**src/rtl/sa_fir_pkg.sv**
```systemverilog
package sa_fir_pkg;

  // Width of one shift-amount field in the coefficient parameters.
  localparam int SA_SHW = 3;

  // One signed power-of-two term applied to a sample.
  function automatic int sa_term(input int x, input int sh, input bit neg);
    int t;
    t = x * (1 << sh);
    return neg ? -t : t;
  endfunction

  // Full tap product: two terms, one add.
  function automatic int sa_product(input int x, input int sh_a, input bit neg_a,
                                    input int sh_b, input bit neg_b);
    return sa_term(x, sh_a, neg_a) + sa_term(x, sh_b, neg_b);
  endfunction

  // Output width that keeps every partial sum in range.
  function automatic int sa_acc_width(input int in_w, input int shw, input int ntaps);
    return in_w + (1 << shw) + $clog2(ntaps) + 1;
  endfunction

endpackage

```
**src/rtl/sa_tap_product.sv**
```systemverilog
module sa_tap_product #(
  parameter int IN_W  = 8,
  parameter int ACC_W = 20,
  parameter int SH_A  = 0,
  parameter int SH_B  = 0,
  parameter bit NEG_A = 1'b0,
  parameter bit NEG_B = 1'b0
) (
  input  logic signed [IN_W-1:0]  sample,
  output logic signed [ACC_W-1:0] product
);
  import sa_fir_pkg::*;

  // Sign-extend, then one shift per term.
  logic signed [ACC_W-1:0] ext;
  logic signed [ACC_W-1:0] term_a;
  logic signed [ACC_W-1:0] term_b;

  assign ext    = ACC_W'(sample);
  assign term_a = ext <<< SH_A;
  assign term_b = ext <<< SH_B;

  // The sign pair selects one adder or subtractor form.
  generate
    if (!NEG_A && !NEG_B) begin : g_pp
      assign product = term_a + term_b;
    end else if (!NEG_A && NEG_B) begin : g_pn
      assign product = term_a - term_b;
    end else if (NEG_A && !NEG_B) begin : g_np
      assign product = term_b - term_a;
    end else begin : g_nn
      assign product = -(term_a + term_b);
    end
  endgenerate

endmodule

```
**src/rtl/sa_tap_stage.sv**
```systemverilog
module sa_tap_stage #(
  parameter int ACC_W = 20
) (
  input  logic                    clk,
  input  logic                    rst_n,
  input  logic                    advance,
  input  logic signed [ACC_W-1:0] product,
  input  logic signed [ACC_W-1:0] carry_in,
  output logic signed [ACC_W-1:0] sum_q,
  output logic                    wrap
);
  // One extra bit so that a wrap can be seen.
  logic signed [ACC_W:0] wide;

  assign wide = {product[ACC_W-1], product} + {carry_in[ACC_W-1], carry_in};
  assign wrap = wide[ACC_W] ^ wide[ACC_W-1];

  always_ff @(posedge clk or negedge rst_n) begin
    if (!rst_n) begin
      sum_q <= '0;
    end else if (advance) begin
      sum_q <= wide[ACC_W-1:0];
    end
  end

endmodule

```
**src/rtl/shiftadd_fir.sv**
```systemverilog
module shiftadd_fir #(
  parameter int                            NTAPS   = 8,
  parameter int                            IN_W    = 8,
  parameter logic [NTAPS*sa_fir_pkg::SA_SHW-1:0] SHIFT_A = {3'd7, 3'd6, 3'd5, 3'd4, 3'd3, 3'd2, 3'd1, 3'd0},
  parameter logic [NTAPS*sa_fir_pkg::SA_SHW-1:0] SHIFT_B = {3'd0, 3'd1, 3'd2, 3'd3, 3'd4, 3'd5, 3'd6, 3'd7},
  parameter logic [NTAPS-1:0]              NEG_A   = 8'b0000_0000,
  parameter logic [NTAPS-1:0]              NEG_B   = 8'b1010_1010,
  parameter int                            ACC_W   = sa_fir_pkg::sa_acc_width(IN_W, sa_fir_pkg::SA_SHW, NTAPS)
) (
  input  logic                    clk,
  input  logic                    rst_n,
  input  logic                    in_valid,
  input  logic signed [IN_W-1:0]  in_sample,
  output logic                    out_valid,
  output logic signed [ACC_W-1:0] out_data
);
  import sa_fir_pkg::*;

  localparam int SHW = SA_SHW;

  // Input register stage.
  logic                   ev_accept;
  logic signed [IN_W-1:0] ev_sample;

  always_ff @(posedge clk or negedge rst_n) begin
    if (!rst_n) begin
      ev_accept <= 1'b0;
      ev_sample <= '0;
    end else begin
      ev_accept <= in_valid;
      ev_sample <= in_valid ? in_sample : '0;
    end
  end

  // Tap chain: index 0 is the output end.
  logic signed [ACC_W-1:0] prods [NTAPS];
  logic signed [ACC_W-1:0] sums  [NTAPS];
  logic [NTAPS-1:0]        ev_ovf;
  logic                    ev_prod_nz;

  generate
    for (genvar k = 0; k < NTAPS; k++) begin : g_tap
      localparam int SA_K = int'(SHIFT_A[k*SHW +: SHW]);
      localparam int SB_K = int'(SHIFT_B[k*SHW +: SHW]);
      logic signed [ACC_W-1:0] carry;

      sa_tap_product #(
        .IN_W (IN_W),
        .ACC_W(ACC_W),
        .SH_A (SA_K),
        .SH_B (SB_K),
        .NEG_A(NEG_A[k]),
        .NEG_B(NEG_B[k])
      ) u_prod (
        .sample (ev_sample),
        .product(prods[k])
      );

      if (k == NTAPS - 1) begin : g_tail
        assign carry = '0;
      end else begin : g_link
        assign carry = sums[k+1];
      end

      sa_tap_stage #(
        .ACC_W(ACC_W)
      ) u_stage (
        .clk     (clk),
        .rst_n   (rst_n),
        .advance (ev_accept),
        .product (prods[k]),
        .carry_in(carry),
        .sum_q   (sums[k]),
        .wrap    (ev_ovf[k])
      );
    end
  endgenerate

  always_comb begin
    ev_prod_nz = 1'b0;
    for (int k = 0; k < NTAPS; k++) begin
      ev_prod_nz = ev_prod_nz | (|prods[k]);
    end
  end

  // Output valid follows the accepted-sample flag by one stage.
  always_ff @(posedge clk or negedge rst_n) begin
    if (!rst_n) begin
      out_valid <= 1'b0;
    end else begin
      out_valid <= ev_accept;
    end
  end

  assign out_data = sums[0];

endmodule

```
**config.mk**
```make
export PLATFORM = sky130hd
export DESIGN_NAME = shiftadd_fir
export DESIGN_NICKNAME = d
export VERILOG_FILES = /design/src/rtl/sa_fir_pkg.sv /design/src/rtl/sa_tap_product.sv /design/src/rtl/sa_tap_stage.sv /design/src/rtl/shiftadd_fir.sv
export SDC_FILE = /design/constraint.sdc
export NUM_CORES = 1
export LEC_CHECK = 0
export ABC_AREA = 1
export CAP_MARGIN = 0
export CORE_UTILIZATION = 40
export CTS_BUF_LIST = sky130_fd_sc_hd__clkbuf_4 sky130_fd_sc_hd__clkbuf_8
export DETAILED_ROUTE_END_ITERATION = 10
export GPL_ROUTABILITY_DRIVEN = 1
export GPL_TIMING_DRIVEN = 0
export PLACE_DENSITY = 0.66
export SLEW_MARGIN = 20
export SYNTH_ARGS = -nofsm -noshare
export SYNTH_HDL_FRONTEND = slang
export SYNTH_SLANG_ARGS = --single-unit
export TNS_END_PERCENT = 10
```
**constraint.sdc**
```tcl
create_clock -name clk -period 3.8 [get_ports clk]
set_input_delay 0.76 -clock clk [delete_from_list [all_inputs] [get_ports clk]]
set_output_delay 0.76 -clock clk [all_outputs]
set_load 0.1 [all_outputs]
```
-- After elaboration in Yosys (flattened, before gate mapping)
Index checks and enable logic that the tools add are counted.
- register bits: 166
- bits of input ports: 11
- output and inout bits: 21
- word-level logic and storage cells: 27
- add/subtract/negate cells: 15
- multiplexer cells: 1
- operators by type and width (operator ; number):
    adder 13 x 20 -> 20 bit ; 2
    adder 14 x 20 -> 20 bit ; 2
    adder 15 x 20 -> 20 bit ; 1
    adder 16 x 20 -> 20 bit ; 1
    adder 15 x 16 -> 17 bit ; 1
    adder 8 x 15 -> 16 bit ; 1
    subtractor 15 x 8 -> 16 bit ; 1
    adder 14 x 9 -> 15 bit ; 1
    subtractor 9 x 14 -> 15 bit ; 1
    adder 10 x 13 -> 14 bit ; 1
    subtractor 13 x 10 -> 14 bit ; 1
    adder 12 x 11 -> 13 bit ; 1
    subtractor 11 x 12 -> 13 bit ; 1
    2-to-1 mux 8 bit ; 1

-- Longest topological paths before layout
Gate-level depths: netlist (run 1).
- depth after elaboration: 2
- mapped depth: 15
- gate-level depth less buffers: 15

-- Hierarchy
Synthesis (run 1) repeated with hierarchy kept, for this count alone.
- cells, all modules: 3182
- area, all modules: 20165.6 µm²
- by module, submodules not included (module ; cells an instance ; times used ; area each (µm²)):
    sa_tap_stage at g_tap[0].u_stage ... ; 313 ; 5 ; 2013.2
    sa_tap_stage at g_tap[5].u_stage ... ; 313 ; 2 ; 2018.2
    sa_tap_stage at g_tap[7].u_stage ; 313 ; 1 ; 2010.7
    sa_tap_product at g_tap[2].u_prod ... ; 65 ; 3 ; 406.6
    sa_tap_product at g_tap[1].u_prod ... ; 85 ; 2 ; 470.5
    sa_tap_product at g_tap[7].u_prod ; 123 ; 1 ; 636.9
    sa_tap_product at g_tap[5].u_prod ; 98 ; 1 ; 533.0
    sa_tap_product at g_tap[0].u_prod ; 64 ; 1 ; 402.9
    shiftadd_fir ; 28 ; 1 ; 319.1

-- Worst setup path before layout (run 1)
Ideal clock, no wire load.
- kind: reg2reg
- from: register ev_sample[7]
- to: register g_tap[1].u_stage.sum_q[18]
- slack: -0.270 ns
- data required time: 3.683 ns
- arrival time: 3.953 ns
- stages on the path, launching flop included: 13
- cells stage by stage: dfrtp_1 -> inv_1 -> fa_1 -> inv_1 -> ha_1 -> nand2_1 -> inv_1 -> a21oi_1 -> nand3_2 -> nand2_2 -> nand3_1 -> nand3_1 -> nand2_1
- longest elaborated chain between the ends: 2
- RTL lines (what ; RTL line ; text):
    from (decl) ; shiftadd_fir.sv:23 ; logic signed [IN_W-1:0] ev_sample;
    from (signal assigned) ; shiftadd_fir.sv:31 ; ev_sample <= in_valid ? in_sample : '0;
    subtractor 9 x 14 -> 15 bit ; sa_tap_product.sv:28 ; assign product = term_a - term_b;
    adder 15 x 20 -> 20 bit ; sa_tap_stage.sv:15 ; assign wide = {product[ACC_W-1], product} + {carry_in[ACC_W-1], carry_in};
    to (signal assigned) ; sa_tap_stage.sv:22 ; sum_q <= wide[ACC_W-1:0];
    to (decl) ; sa_tap_stage.sv:9 ; output logic signed [ACC_W-1:0] sum_q,
No other way between the ends.
A chain may end at the register's enable or synchronous reset.

-- Worst setup path after layout (run 1)
- from: register ev_sample[0]
- to: register g_tap[2].u_stage.sum_q[19]
- longest elaborated chain between the ends: 2
- RTL lines (what ; RTL line ; text):
    adder 10 x 13 -> 14 bit ; sa_tap_product.sv:26 ; assign product = term_a + term_b;
    adder 14 x 20 -> 20 bit ; sa_tap_stage.sv:15 ;
    to (signal assigned) ; sa_tap_stage.sv:22 ;
    to (decl) ; sa_tap_stage.sv:9 ;
No other way between the ends.

==> results.py, run 1 <==
metrics = {
    "outcome": {
        "status": "finished clean",
    },
    "grt": {
        "top_usage_layer": "met2",
        "antenna_found_initial": 0,
        "first_global_vias": 12400,
        "use_met1": 0.298,
        "grt_pass1_wl_um": 63400,
        "grtUsageTotal": 0.221,
        "globalRouteMet3Util": 0.0331,
        "grt-ovfl-total": 0,
        "grt_max_degree": 93,
        "use_met2": 0.368,
    },
    "synthesis": {
        "synthesis.area_mm2": 0.0145,
        "ys_top_cells_by_count": "nand2_1 (637), inv_1 (280), ha_1 (173)",
        "synthFlopType": "dfrtp_1",
        "synth_mux_area_frac": 0,
        "yosys.area_share.simple": 0.281,
        "synthXorXnorAreaFrac": 0.0333,
        "synth.most_common_cell": "nand2_1",
        "synth_top_family_by_area": "simple AND/OR/NAND/NOR gates",
        "syn_inst": 1985,
        "yosys_warnings": 0,
        "synth_fa_ha_area_frac": 0.224,
        "synth_async_sr_flop_share": 1.00,
        "synth_compound_area_frac": 0.0949,
        "synth_edf_count": 0,
        "ys_seq_area_frac": 0.282,
        "synth_top_area_share": 0.282,
        "synth_area_leaders": "dfrtp_1 (28%), nand2_1 (17%), ha_1 (15%)",
        "syn-mean-instance-area_um2": 7.29,
        "synth.distinct_cells": 39,
        "yosysTopAreaCell": "dfrtp_1",
        "synth-seq-cells": 163,
        "syn-num-nets": 2223,
    },
    "floorplan": {
        "core_mm2": 0.0356,
        "io_pins": 32,
        "start_util": 0.407,
        "dieArea_mm2": 0.0369,
        "rows": 69,
        "dieWidth_um": 192,
        "die_height_um": 192,
    },
    "critical_path": {
        "r2r_slack_ps": 290,
        "worst_ep_required_time_ps": 4190,
        "worst_setup_path_start_kind": "flip-flop",
        "critical_path_peak_fanout": 11,
        "r2r-end": "g_tap[2].u_stage.sum_q[19]",
        "critical_path_class": "flip-flop to flip-flop",
        "r2r-start": "ev_sample[0]",
        "r2r_cells": 13,
        "critPathArrivalTime_ps": 3900,
        "crit_path_end_kind": "flip-flop",
    },
    "clock_tree": {
        "cts_tree": "built",
        "cts_buffers": 17,
        "clock_sinks": 163,
        "clockBufferDepth": 2,
        "htree_levels": 4,
        "clk_pin_slew_ps": 100,
        "clkLatencyLatePin_ps": 500,
        "cts_root_buffer": "clkbuf_8",
    },
    "final_layout": {
        "design_area_mm2": 0.0158,
        "drive_above_1_share": 0.0512,
        "fin_cells": 2512,
        "nNetsFinal": 2277,
        "syn_to_final_growth_pct": 9.04,
        "n_antenna_cell": 0,
    },
    "route": {
        "drcViolationCount": 0,
        "viasPerCell": 5.08,
        "drtPass1Iterations": 5,
        "num_vias": 12800,
        "wl_per_cell_um": 15.4,
        "wirelength_um": 38600,
        "drt_iter0_markers": 781,
        "ant_nets": 0,
    },
    "timing": {
        "timing.slew.headroom": 0.241,
        "rsz0062_at_grt": "no",
        "max_freq_mhz": 285,
        "tightest_slew_ps": 1140,
        "finalCritPeriodShare": 0.924,
        "drv_slew": 0,
        "skew_ps": 24.4,
        "hold_violations": 0,
        "holdWs_ps": 263,
        "period_needed_ps": 3510,
        "report.final.setup_viol": 0,
    },
    "power_and_ir_drop": {
        "ir_drop_mv": 0.657,
        "power.density_mw_per_mm2": 829,
        "power_mw": 13.1,
        "p_leak_nw": 8.48,
    },
    "min_path": {
        "hold_path.class": "primary input to asynchronous set/reset pin",
    },
    "placement": {
        "dpl-instance-area_mm2": 0.0154,
        "dpl.hpwl_um": 29500,
        "port_buffers": 31,
        "dp_cells": 2478,
        "place_congestion": 0.927,
    },
    "job": {
        "drv_cap": 0,
    },
}
## worst max path at each step
| stage | from | endpoint | slack, ps |
|---|---|---|---|
| after floorplan | ev_sample[7] | g_tap[1].u_stage.sum_q[18] | 500 |
| after global placement | rst_n | ev_sample[7] | -5390 |
| after detailed placement | ev_sample[7] | g_tap[1].u_stage.sum_q[18] | -0.1 |
| after CTS | ev_sample[2] | g_tap[3].u_stage.sum_q[18] | 60 |
| after global routing | ev_sample[0] | g_tap[2].u_stage.sum_q[17] | 20 |
| final | ev_sample[0] | g_tap[2].u_stage.sum_q[19] | 290 |
## placed cells by master (no fill, tap or decap), types with 4 or more instances in the layout
master / count
inv_6: 6
clkbuf_1: 16
nand3_2: 6
nand4_1: 7
o21ai_0: 92
nand2_2: 16
o21ai_2: 6
o21bai_1: 4
ha_1: 173
xnor2_1: 39
fa_1: 54
o21a_1: 6
nand3_1: 130
nor2_1: 108
clkinvlp_4: 5
nor3_1: 14
xor2_1: 16
dfrtp_1: 157
o21ai_1: 21
buf_2: 17
a21oi_1: 103
inv_2: 5
o22ai_1: 9
nand2_1: 637
inv_1: 279
clkdlybuf4s50_1: 30
and2_1: 8
dfrtp_2: 5
nor2_2: 6
nand3b_1: 29
clkbuf_8: 18
## where the power goes
part	leakage [nW]	switching, mW	total [mW]	internal [mW]
clock	0.170	0.761	1.25	0.484
sequential	1.98	0.476	2.90	2.43
combinational	6.33	5.72	8.93	3.22
total	8.48	6.96	13.1	6.13
## what timing repair did
item	in CTS	in global routing
hold buffers	0	0
setup endpoints to repair	7	0
gates resized for setup	2	0
buffers inserted	3	0
## cell families (layout without fill, tap and decap cells)
kind of cell / Yosys count / after routing
buffers and inverters: 319 / 385
flip-flops: 163 / 163
adder cells (fa/ha/maj): 227 / 227
AO/OA/AOI/OAI: 254 / 254
AND/OR/NAND/NOR: 967 / 967
XOR/XNOR: 55 / 55
## sequential cells by signal (all words and copies together), names as in the netlist
register and count:
g_tap.u_stage.sum_q 153, ev_sample 8, out_valid 1, ev_accept 1
## metal layers
| metal | share of wire | vias up | routed length (um) |
|---|---|---|---|
| met3 | 0.047 | 49 | 1810 |
| met2 | 0.46 | 286 | 17800 |
| met5 | 0 | - | 0 |
| met4 | 0.018 | 0 | 709 |
| li1 | - | 6432 | - |
| met1 | 0.47 | 5989 | 18300 |
## metrics by stage
stage,util,setup TNS (ps),setup WS (ps)
after floorplan,-,0,496
after global placement,0.432,-791810,-5390
after detailed placement,0.433,-0.139,-0.139
after CTS,0.443,0,56.7
after global routing,0.443,0,18.5
final,0.443,0,290
## critical path, cell delays in order, from the launching register on
cell and delay [ps]:
dfrtp_1 930, inv_1 530, fa_1 680, inv_1 50, ha_1 340, nand2_1 110
o21ai_2 200, nand2_1 100, nand2_2 120, nand2_1 80, nand2_1 70, nand2_1 50
nand3_1 60, nand2_1 60
## cell type report
type / instances / area [um2]
multi-input combinational: 1503 / 9170
inverter: 285 / 1070
clock buffer: 19 / 255
timing repair buffer: 35 / 365
sequential: 163 / 4090
clock inverter: 12 / 96.3
fill: 3699 / 19800
tap: 461 / 577
buffer: 34 / 149
(Power assumes the default switching activity.)
==> run 2, diff against run 1 <==
Settings changed: RECOVER_POWER set to 50.
==> results.py, run 2 (same netlist as run 1, synthesis figures left out) <==
metrics = {
    "final_layout": {
        "utilization": 0.443,
        "largest-register": "g_tap.u_stage.sum_q",
        "largest_reg_flops": 153,
        "final_common_cell": "nand2_1",
        "drive_above_1_share": 0.0507,
        "final_cell_mix": "nand2_1 (637), inv_1 (279), ha_1 (173), dfrtp_1 (157), nand3_1 (130)",
        "n_antenna_cell": 0,
        "nNetsFinal": 2277,
        "syn_to_final_growth_pct": 8.82,
        "reg_top3": "g_tap.u_stage.sum_q (153), ev_sample (8)",
        "fillers": 3703,
    },
    "power_and_ir_drop": {
        "power.density_mw_per_mm2": 830,
        "p_sw_mw": 6.95,
        "p_clk_frac": 0.095,
        "internal-power_mw": 6.12,
        "seqPwrFrac": 0.222,
        "swShare": 0.531,
        "p_leak_nw": 8.47,
        "power_frac_comb": 0.683,
        "ir_drop_mv": 0.657,
    },
    "route": {
        "wirelength_um": 38600,
        "drtPass1Iterations": 7,
        "drt_iter0_markers": 817,
        "ant_nets": 0,
        "num_vias": 12700,
        "viasPerCell": 5.07,
        "wl_per_cell_um": 15.4,
        "drcViolationCount": 0,
    },
    "timing": {
        "drv_slew": 93,
        "finalCritPeriodShare": 0.928,
        "max_freq_mhz": 284,
        "skew_ps": 19.8,
        "timing.slew.headroom": -0.560,
        "period_needed_ps": 3520,
        "holdWs_ps": 479,
        "rsz0062_at_grt": "no",
        "tightest_slew_ps": 2340,
        "fin_tns_setup_ps": 0,
        "report.final.setup_viol": 0,
        "hold_violations": 0,
    },
    "grt": {
        "antenna_found_initial": 0,
        "first_global_vias": 12400,
        "grt_max_degree": 93,
        "grt-ovfl-total": 0,
        "grt_pass1_wl_um": 63400,
        "grtUsageTotal": 0.221,
    },
    "floorplan": {
        "start_util": 0.407,
        "core_mm2": 0.0356,
        "dieWidth_um": 192,
        "io_pins": 32,
        "rows": 69,
        "die_height_um": 192,
        "dieArea_mm2": 0.0369,
    },
    "critical_path": {
        "crit_path_end_kind": "flip-flop",
        "critical_path_class": "flip-flop to flip-flop",
        "worst_ep_required_time_ps": 4180,
        "critPathArrivalTime_ps": 3910,
        "critPathMostFrequentCell": "nand2_1",
        "slowest_delay_ps": 930,
        "cp_slowest_cell": "dfrtp_1",
        "critical_path_peak_fanout": 11,
        "r2r_slack_ps": 280,
        "path_cells": "inv_1 > fa_1 > inv_1 > ha_1 > nand2_1 > o21ai_2 > nand2_1 > nand2_2 > nand2_1 > nand2_1 > nand2_1 > nand3_1 > nand2_1",
        "worst_setup_path_start_kind": "flip-flop",
    },
    "clock_tree": {
        "clockBufferDepth": 2,
        "htree_levels": 4,
        "clkLatencyLatePin_ps": 490,
        "clk_pin_slew_ps": 100,
        "cts_tree": "built",
        "clock_sinks": 163,
        "cts_buffers": 17,
        "cts-hold-fix-buffers": 0,
        "cts_root_buffer": "clkbuf_8",
    },
    "placement": {
        "place_congestion": 0.927,
        "port_buffers": 31,
        "dpl.hpwl_um": 29500,
    },
    "job": {
        "drv_cap": 1,
    },
    "min_path": {
        "hold_path.class": "flip-flop to flip-flop",
    },
    "outcome": {
        "status": "finished, violations left",
        "failed_checks": "capacitance limit, slew limit",
    },
}
==> run 2: cell types whose count changed in the layout (fill, tap and decap cells not counted), sizes merged <==
cell and change:
dlygate4sd3 +1, buf -3, clkdlybuf4s50 -1, clkbuf +3
==> run 2: stage by stage <==
stage | total power, mW | setup slack, ps | instances | area (um2)
after floorplan | 9.84 | 496 | 1985 | 14500
after global placement | 11.7 | -5390 | 2477 | 15400
after detailed placement | 11.8 | -0.139 | 2478 | 15400
after CTS | 13.1 | 56.7 | 2512 | 15800
after global routing | 14.5 | 18.5 | 2512 | 15700
final | 13.1 | 275 | 2512 | 15700
==> run 2: worst max-delay path: cells and delay by family, from the launching register on <==
kind,cells,cell delay [ps]
AO/OA/AOI/OAI,1,210
flip-flops,1,930
adder cells (fa/ha/maj),2,1010
AND/OR/NAND/NOR,8,650
buffers and inverters,2,600
==> run 2: area by class of cell <==
type                       instances  area (um2)  share of cell area
sequential                       163        4090               0.260
buffer                            34         148             0.00938
inverter                         285        1070              0.0682
clock inverter                    12        96.3             0.00612
tap                              461         577              0.0366
multi-input combinational       1503        9170               0.582
clock buffer                      19         255              0.0162
timing repair buffer              35         335              0.0213
==> run 2: metal layers <==
layer,part of all wire,global-route usage
met4,0.018,0.0569
met1,0.47,0.298
met2,0.46,0.368
met3,0.048,0.0331
met5,0,0
==> run 2: power by group through the flow <==
| stage | clock network (mW) | logic [mW] | registers (mW) |
|---|---|---|---|
| 6_report | 1.24 | 8.93 | 2.90 |
| 5_1_grt | 1.34 | 10.2 | 2.99 |
| 4_1_cts | 1.27 | 8.93 | 2.90 |
| 3_5_place_dp | 0 | 8.86 | 2.93 |
| 3_3_place_gp | 0 | 8.74 | 2.92 |
| 2_1_floorplan | 0 | 6.32 | 3.52 |
==> run 2: timing repair <==
item                                    in CTS  in global routing
endpoints found under the setup margin       7                  0
resized for setup                            2                  0
buffers inserted                             3                  0
==> run 2: worst paths after layout <==
check,start,to,cells past startpoint
setup / recovery,ev_sample[0],g_tap[2].u_stage.sum_q[19],13
hold / removal,g_tap[0].u_stage.sum_q[1],g_tap[0].u_stage.sum_q[1],2
setup reg to reg,ev_sample[0],g_tap[2].u_stage.sum_q[19],13
hold reg to reg,g_tap[0].u_stage.sum_q[1],g_tap[0].u_stage.sum_q[1],2
max in group asynchronous,rst_n,g_tap[3].u_stage.sum_q[18],2
min in group asynchronous,rst_n,g_tap[7].u_stage.sum_q[12],1
==> run 3, diff against run 2 <==
Settings changed: CTS_BUF_LIST sky130_fd_sc_hd__clkbuf_4 sky130_fd_sc_hd__clkbuf_8 to not set.
==> results.py, run 3 (same netlist as run 1, synthesis figures left out) <==
metrics = {
    "power_and_ir_drop": {
        "p_leak_nw": 8.56,
        "power.density_mw_per_mm2": 846,
        "ir_drop_mv": 0.656,
    },
    "critical_path": {
        "worst_ep_required_time_ps": 4130,
        "path_cells": "inv_1 > fa_1 > inv_1 > ha_1 > nand2_1 > o21ai_2 > nand2_1 > nand2_2 > nand2_1 > nand2_1 > nand2_1 > nand3_1 > nand2_1",
        "critPathArrivalTime_ps": 3860,
        "crit_path_end_kind": "flip-flop",
        "cp_slowest_cell": "dfrtp_1",
        "worst_setup_path_start_kind": "flip-flop",
        "r2r-start": "ev_sample[0]",
        "critical_path_peak_fanout": 11,
        "critPathMostFrequentCell": "nand2_1",
        "startpoint": "ev_sample[0]",
        "slowest_delay_ps": 920,
        "critical_path_class": "flip-flop to flip-flop",
        "r2r_slack_ps": 270,
        "r2r-end": "g_tap[2].u_stage.sum_q[19]",
        "r2r_cells": 13,
    },
    "floorplan": {
        "rows": 69,
        "io_pins": 32,
        "dieWidth_um": 192,
        "start_util": 0.407,
        "die_height_um": 192,
        "dieArea_mm2": 0.0369,
        "core_mm2": 0.0356,
    },
    "timing": {
        "drv_slew": 92,
        "finalCritPeriodShare": 0.930,
        "rsz0062_at_grt": "no",
        "setup_slack_ps": 268,
        "report.final.setup_viol": 0,
        "max_freq_mhz": 283,
        "hold_violations": 0,
        "timing.slew.headroom": -0.603,
        "skew_ps": 13.9,
        "period_needed_ps": 3530,
        "tightest_slew_ps": 2400,
        "holdWs_ps": 471,
        "fin_tns_setup_ps": 0,
    },
    "final_layout": {
        "drive_above_1_share": 0.0497,
        "nNetsFinal": 2277,
        "utilization": 0.448,
        "design_area_mm2": 0.0159,
        "syn_to_final_growth_pct": 10.3,
        "n_antenna_cell": 0,
        "final_cell_mix": "nand2_1 (637), inv_1 (279), ha_1 (173), dfrtp_1 (157), nand3_1 (130)",
        "final_common_cell": "nand2_1",
        "largest_reg_flops": 153,
        "largest-register": "g_tap.u_stage.sum_q",
        "reg_top3": "g_tap.u_stage.sum_q (153), ev_sample (8)",
    },
    "route": {
        "wirelength_um": 38700,
        "wl_per_cell_um": 15.4,
        "ant_nets": 0,
        "drcViolationCount": 0,
        "viasPerCell": 5.10,
        "drt_iter0_markers": 839,
        "num_vias": 12800,
        "drtPass1Iterations": 5,
    },
    "placement": {
        "port_buffers": 31,
        "dpl.hpwl_um": 29500,
        "dpl-instance-area_mm2": 0.0154,
        "place_congestion": 0.927,
        "dp_slack_ps": -0.139,
    },
    "clock_tree": {
        "cts_tree": "built",
        "clk_pin_slew_ps": 70,
        "clock_sinks": 163,
        "cts_root_buffer": "clkbuf_16",
        "clockBufferDepth": 2,
        "cts_buffers": 17,
        "clkLatencyLatePin_ps": 450,
        "htree_levels": 4,
        "cts-hold-fix-buffers": 0,
    },
    "outcome": {
        "failed_checks": "capacitance limit, slew limit",
        "status": "finished, violations left",
    },
    "min_path": {
        "hold_path.class": "flip-flop to flip-flop",
        "min_to": "g_tap[0].u_stage.sum_q[1]",
        "hp-start": "g_tap[0].u_stage.sum_q[1]",
        "hold_path_depth": 2,
    },
    "grt": {
        "grt_max_degree": 93,
        "antenna_found_initial": 0,
        "grt_pass1_wl_um": 63600,
        "first_global_vias": 12400,
        "grtUsageTotal": 0.222,
        "grt-ovfl-total": 0,
    },
    "job": {
        "drv_cap": 1,
    },
}
run 3: cell count changes in the layout (fill, tap and decap cells not counted):
cell	delta
clkbuf_1	+2
clkbuf_8	-17
clkbuf_16	+17
clkbuf_4	-2
buf_16	+1
buf_2	-1
run 3: cell type report:
| class | count | area, um2 |
|---|---|---|
| Timing Repair Buffer | 35 | 355 |
| Buffer | 34 | 146 |
| Clock buffer | 19 | 443 |
| Sequential cell | 163 | 4090 |
| Inverter | 285 | 1070 |
| Clock inverter | 12 | 96.3 |
| Multi-Input combinational cell | 1503 | 9170 |
| Fill cell | 3670 | 19600 |
| Tap cell | 461 | 577 |
run 3: worst max path at each step:
| stage | endpoint | slack, ps | depth (start not counted) |
|---|---|---|---|
| after floorplan | g_tap[1].u_stage.sum_q[18] | 500 | 12 |
| final | g_tap[2].u_stage.sum_q[19] | 270 | 13 |
| after detailed placement | g_tap[1].u_stage.sum_q[18] | -0.1 | 12 |
| after global routing | g_tap[2].u_stage.sum_q[17] | 20 | 13 |
| after global placement | ev_sample[7] | -5390 | 1 |
| after CTS | g_tap[3].u_stage.sum_q[18] | 70 | 13 |
run 3: routing by layer:
layer  global-route usage  up-vias  part of all wire
li1                     -     6446                 -
met2                0.368      307              0.46
met5                    0        -                 0
met4               0.0612        0             0.020
met3               0.0349       50             0.047
met1                0.298     5996              0.47
run 3: critical path: cells and delay by family, from the launching register on:
kind	cells	cell delay (ps)
and+or+nand+nor	8	640
DFF	1	920
AOI/OAI and AO/OA	1	210
adders and majority gates	2	1020
buffers and inverters	2	590
run 3: metrics by stage:
stage / total power [mW] / cells
2_1_floorplan: 9.84 / 1985
3_3_place_gp: 11.7 / 2477
3_5_place_dp: 11.8 / 2478
4_1_cts: 13.5 / 2512
5_1_grt: 14.9 / 2512
6_report: 13.5 / 2512
run 3: power by group:
group	switching, mW	internal (mW)
registers	0.477	2.43
logic	5.72	3.21
clock network	0.792	0.861
total	6.99	6.51
run 3: repair_timing:
| action | in CTS | in global routing |
|---|---|---|
| resized for setup | 2 | 0 |
| endpoints found under the hold margin | 0 | 0 |
| setup endpoints to repair | 7 | 0 |
| setup buffers | 3 | 0 |
